==> src/rtl/exu_pkg.sv <==
package exu_pkg;

  typedef enum logic [1:0] {
    EXU_ADDI = 2'd0,
    EXU_ADDS = 2'd1,
    EXU_SUBS = 2'd2,
    EXU_AGEN = 2'd3
  } exu_op_e;

  typedef struct packed {
    logic n;
    logic z;
    logic c;
    logic v;
  } exu_flags_t;

  function automatic logic exu_sets_flags(input exu_op_e o);
    return (o == EXU_ADDS) || (o == EXU_SUBS);
  endfunction

endpackage

==> src/rtl/exu_operand_sel.sv <==
module exu_operand_sel #(
  parameter int DATA_W  = 64,
  parameter int IMM_A_W = 12,
  parameter int IMM_M_W = 9
) (
  input  exu_pkg::exu_op_e     op,
  input  logic [DATA_W-1:0]    opnd_b,
  input  logic [IMM_A_W-1:0]   imm_add,
  input  logic [IMM_M_W-1:0]   imm_mem,
  output logic [DATA_W-1:0]    addend,
  output logic                 carry_in
);
  import exu_pkg::*;

  localparam int ZPAD = DATA_W - IMM_A_W;
  localparam int SPAD = DATA_W - IMM_M_W;

  logic [DATA_W-1:0] imm_a_ext;
  logic [DATA_W-1:0] imm_m_ext;

  generate
    if (ZPAD > 0) begin : g_zext
      assign imm_a_ext = {{ZPAD{1'b0}}, imm_add};
    end else begin : g_ztrunc
      assign imm_a_ext = imm_add[DATA_W-1:0];
    end
    if (SPAD > 0) begin : g_sext
      assign imm_m_ext = {{SPAD{imm_mem[IMM_M_W-1]}}, imm_mem};
    end else begin : g_strunc
      assign imm_m_ext = imm_mem[DATA_W-1:0];
    end
  endgenerate

  always_comb begin
    carry_in = 1'b0;
    unique case (op)
      EXU_ADDI: addend = imm_a_ext;
      EXU_ADDS: addend = opnd_b;
      EXU_SUBS: begin
        addend   = ~opnd_b;
        carry_in = 1'b1;
      end
      default:  addend = imm_m_ext;
    endcase
  end

endmodule

==> src/rtl/exu_adder.sv <==
module exu_adder #(
  parameter int DATA_W = 64
) (
  input  logic [DATA_W-1:0] x,
  input  logic [DATA_W-1:0] y,
  input  logic              cin,
  output logic [DATA_W-1:0] sum,
  output logic              cout,
  output logic              ovf
);
  localparam int MSB = DATA_W - 1;

  logic [DATA_W:0] wide;

  always_comb begin
    wide = {1'b0, x} + {1'b0, y} + {{DATA_W{1'b0}}, cin};
    sum  = wide[MSB:0];
    cout = wide[DATA_W];
    ovf  = (x[MSB] == y[MSB]) && (wide[MSB] != x[MSB]);
  end

endmodule

==> src/rtl/exu_flag_reg.sv <==
module exu_flag_reg (
  input  logic                clk,
  input  logic                rst,
  input  logic                load,
  input  exu_pkg::exu_flags_t nxt,
  output exu_pkg::exu_flags_t cur
);

  always_ff @(posedge clk) begin
    if (rst)       cur <= '0;
    else if (load) cur <= nxt;
  end

endmodule

==> src/rtl/exu_core.sv <==
module exu_core #(
  parameter int DATA_W  = 64,
  parameter int IMM_A_W = 12,
  parameter int IMM_M_W = 9
) (
  input  logic               clk,
  input  logic               rst,
  input  logic               in_valid,
  output logic               in_ready,
  input  logic [1:0]         op,
  input  logic [DATA_W-1:0]  opnd_a,
  input  logic [DATA_W-1:0]  opnd_b,
  input  logic [IMM_A_W-1:0] imm_add,
  input  logic [IMM_M_W-1:0] imm_mem,
  output logic               out_valid,
  input  logic               out_ready,
  output logic [DATA_W-1:0]  result,
  output logic               flag_n,
  output logic               flag_z,
  output logic               flag_c,
  output logic               flag_v
);
  import exu_pkg::*;

  exu_op_e           op_q;
  logic [DATA_W-1:0] addend;
  logic              cin;
  logic [DATA_W-1:0] sum;
  logic              cout;
  logic              ovf;
  logic              accept;
  exu_flags_t        flags_nxt;
  exu_flags_t        flags_cur;

  assign op_q = exu_op_e'(op);

  exu_operand_sel #(
    .DATA_W (DATA_W),
    .IMM_A_W(IMM_A_W),
    .IMM_M_W(IMM_M_W)
  ) u_sel (
    .op      (op_q),
    .opnd_b  (opnd_b),
    .imm_add (imm_add),
    .imm_mem (imm_mem),
    .addend  (addend),
    .carry_in(cin)
  );

  exu_adder #(.DATA_W(DATA_W)) u_add (
    .x   (opnd_a),
    .y   (addend),
    .cin (cin),
    .sum (sum),
    .cout(cout),
    .ovf (ovf)
  );

  assign in_ready  = out_ready;
  assign out_valid = in_valid;
  assign accept    = in_valid && out_ready;
  assign result    = sum;

  always_comb begin
    flags_nxt.n = sum[DATA_W-1];
    flags_nxt.z = (sum == '0);
    flags_nxt.c = cout;
    flags_nxt.v = ovf;
  end

  exu_flag_reg u_flags (
    .clk (clk),
    .rst (rst),
    .load(accept && exu_sets_flags(op_q)),
    .nxt (flags_nxt),
    .cur (flags_cur)
  );

  assign flag_n = flags_cur.n;
  assign flag_z = flags_cur.z;
  assign flag_c = flags_cur.c;
  assign flag_v = flags_cur.v;

endmodule

==> config.mk <==
export PLATFORM = sky130hd
export DESIGN_NAME = exu_core
export DESIGN_NICKNAME = d
export VERILOG_FILES = /design/src/rtl/exu_pkg.sv /design/src/rtl/exu_operand_sel.sv /design/src/rtl/exu_adder.sv /design/src/rtl/exu_flag_reg.sv /design/src/rtl/exu_core.sv
export SDC_FILE = /design/constraint.sdc
export NUM_CORES = 1
export LEC_CHECK = 0
export BUFFER_PORTS_ARGS = -buffer_cell sky130_fd_sc_hd__buf_2
export CORE_ASPECT_RATIO = 1.25
export CORE_MARGIN = 1
export CORE_UTILIZATION = 40
export DETAILED_ROUTE_END_ITERATION = 7
export GPL_TIMING_DRIVEN = 0
export PLACE_DENSITY = 0.69
export SKIP_CTS_REPAIR_TIMING = 1
export SYNTH_ARGS = -nofsm -noshare
export SYNTH_HDL_FRONTEND = slang
export SYNTH_HIERARCHICAL = 1
export SYNTH_SLANG_ARGS = --single-unit
==> constraint.sdc <==
create_clock -name clk -period 12.25 [get_ports clk]
set_input_delay 0.6125 -clock clk [delete_from_list [all_inputs] [get_ports clk]]
set_output_delay 0.6125 -clock clk [all_outputs]
set_load 0.01 [all_outputs]
==> summary.md <==
| Metric | Value |
|---|---|
| FF+latch count, synth | `4` |
| Worst Skew | `0 ns` |
| Clock Sinks | `4` |
| Grt total ovfl | `0` |
| Critical Path AT | `6.18 ns` |
| Final period utilization | `49.17%` |
| NumNets Final | `1,229` |
| Design Area, Final | `6783 µm²` |
| Post-synth top cells | `a21oi_1, nor2_1, ha_1` |
| Initial core utilization | `40.79%` |
| Main synth FF type | `dfxtp_1` |
| Crit. End Element | `flip-flop` |
| IO buf count | `224` |
| Cells after Synth | `780` |
| Crit start category | `input pin` |
| Area contributors post-synth | `ha_1, mux2i_1, a21oi_1` |
| I/O Pins | `225` |
| CTS H-tree depth | `1` |
| DRC errors left | `0` |
| Most common cell in the netlist | `a21oi_1` |
| RSZ-0062 raised after global routing | `no` |
| Synth area leader | `ha_1` |
| Net count after synthesis | `1,000` |
| Max-cap violation count | `0` |
| Measured slew at the worst slew-check pin | `0.9136 ns` |
| Critical path peak fanout | `10` |
| Outcome | `complete, no violations` |
| Total power | `0.5792 mW` |
| Seq/Total Area, Yosys | `1.490%` |
| DRT iter0 DRCs | `414` |
| Post-synth top area share | `14.67%` |
| First-pass GRT wire length | `31.48 mm` |
| Mean Syn Cell Area | `6.888 µm²` |
| Async set or reset register ratio after synthesis | `0%` |
| Die W | `105.7 µm` |
| Clk slew on worst S/H paths | `0.03 ns` |
| Worst path slowest cell | `nor4_1` |
| Setup TNS | `0 ns` |
| Worst-skew pair later-pin latency | `0.22 ns` |
| Clock buffer count from CTS | `3` |
| Cell Area, Synth | `5373 µm²` |
| Initial antenna violation count | `0` |
| Clock buffer depth | `2` |
| Final HPWL DP | `17.09 mm` |
| Routed WL | `20.24 mm` |
| WP data required | `12.41 ns` |
| Largest reg by FF count | `u_flags/cur` |
| Synthesis-to-finish area growth | `26.25%` |
| Avg WL per Cell | `17.18 µm` |
| DP Area | `6708 µm²` |
| Overall fraction of global-route tracks in use | `27.69%` |
| Synth warn | `6` |
| Root Buffer Master | `clkbuf_16` |
| Crit path cell chain | `buf_2, clkbuf_1, buf_2, buf_2, a21oi_1, fa_1, fa_1, a211oi_1, o21a_1, a21oi_1, a21bo_2, a211oi_2, o31ai_4, a21oi_1, xnor2_1, nor4_1, nand4_1, nor4_2, mux2i_1, nor2_1` |
| Delay-heaviest family, CP | `compound AO/OA/AOI/OAI gates` |
| Chip Height | `131.6 µm` |
| Die area | `13,900 µm²` |
| Via count | `6,782` |
| Max reg flops | `4` |
| Max-slew violations | `0` |
| FP Rows | `47` |
| Ant diodes | `0` |
| VDD IR-drop max | `84.39 µV` |
| Worst slew margin | `37.52%` |
| Fmax | `166.0 MHz` |
| EDFF count, synth | `0` |
| Fraction of layout instances using a drive strength above 1 | `27.81%` |
| Vias per cell | `5.757` |
| First drt pass iteration count | `5` |
| M1 GR Usage | `33.95%` |
| Met3 Track Usage GR | `2.431%` |
| GRT Max-Usage Layer | `met2` |
| CTS tree | `done` |
| Final setup fails | `0` |
| Max incr delay on CP | `0.59 ns` |
| Vias in the first global route | `6,386` |
| Grt met2 use | `48.87%` |
| Final hold vios | `0` |
| Core area | `13,170 µm²` |
| Hold crit path type | `flip-flop to flip-flop` |
| Yosys cell types | `63` |
| Detail Route Antenna Nets | `0` |
| Largest net degree at the start of global routing | `11` |
| Crit path buf inv count | `4` |
| Power per cell area | `85.40 nW/µm²` |
| Final min period | `6.024 ns` |
| Crit path kind | `input pin to flip-flop` |
| Top flop regs | `u_flags/cur (4)` |
| Routability Congestion | `0.9707` |
| Leakage power | `3.431 nW` |
## per-layer routing
metal  wire [µm]  vias to the layer above
met3        1190                       54
met5           0                        -
met1        8413                     3072
met4         870                        0
met2        9761                      303
li1            -                     3353
## path summary, 6_finish.rpt
check / from / to / slack (ns) / cells past startpoint
setup / recovery: op[1] / u_flags/cur[2] / 6.23 / 20
setup reg to reg: u_flags/cur[3] / u_flags/cur[3] / 11.62 / 2
hold / removal: u_flags/cur[0] / u_flags/cur[0] / 0.48 / 2
hold reg to reg: u_flags/cur[0] / u_flags/cur[0] / 0.48 / 2
## area by class of cell
cell class	instances	area [µm²]
Buffer	49	276.5
Clock buffer	3	75.07
Fill cell	1377	6390
Inverter	21	78.83
Multi-Input combinational cell	706	4937
Sequential cell	4	80.08
Tap cell	171	214.0
Timing Repair Buffer	224	1121
## power by group
group,internal (mW),switching [mW]
sequential,0.0136,0.000222
clock,0.0416,0.00811
combinational,0.205,0.311
total,0.260,0.319
## per-stage QoR
stage / hold slack (ns) / utilization, % / cells / setup slack (ns)
2_1_floorplan: 0.5279 / - / 780 / 7.467
3_3_place_gp: 0.4686 / 50.92 / 1175 / 6.096
3_5_place_dp: 0.4763 / 50.92 / 1175 / 6.092
4_1_cts: 0.4835 / 51.49 / 1178 / 6.277
5_1_grt: 0.5092 / 51.49 / 1178 / 5.989
6_report: 0.4840 / 51.49 / 1178 / 6.226
## worst min-delay path, cell delays in order (launching register included)
cell	delay, ns
dfxtp_1	0.31
mux2i_1	0.06
nor2_1	0.07
## cell usage in the layout, fill, tap and decap left out, types with 14 or more instances in the layout
master    count
a211oi_1     17
a21o_1       42
a21oi_1     100
buf_2       234
clkbuf_1     21
ha_1         63
inv_1        21
mux2i_1      56
nand2_1      49
nand4_1      20
nor2_1       96
nor2b_1      14
nor3_1       15
nor4_1       21
o21ai_0      40
xnor2_1      33
xor2_1       28
## kinds of logic after synthesis
family                     Yosys count  share of synthesized area (%)
adders and majority gates           65                          15.42
buffers and inverters               70                          6.614
xor gates and xnor gates            61                          9.944
and+or+nand+nor                    249                          22.12
DFF                                  4                          1.491
AOI/OAI and AO/OA                  275                          33.98
muxes                               56                          10.43
No activity file was read; power rests on OpenSTA's default activity.
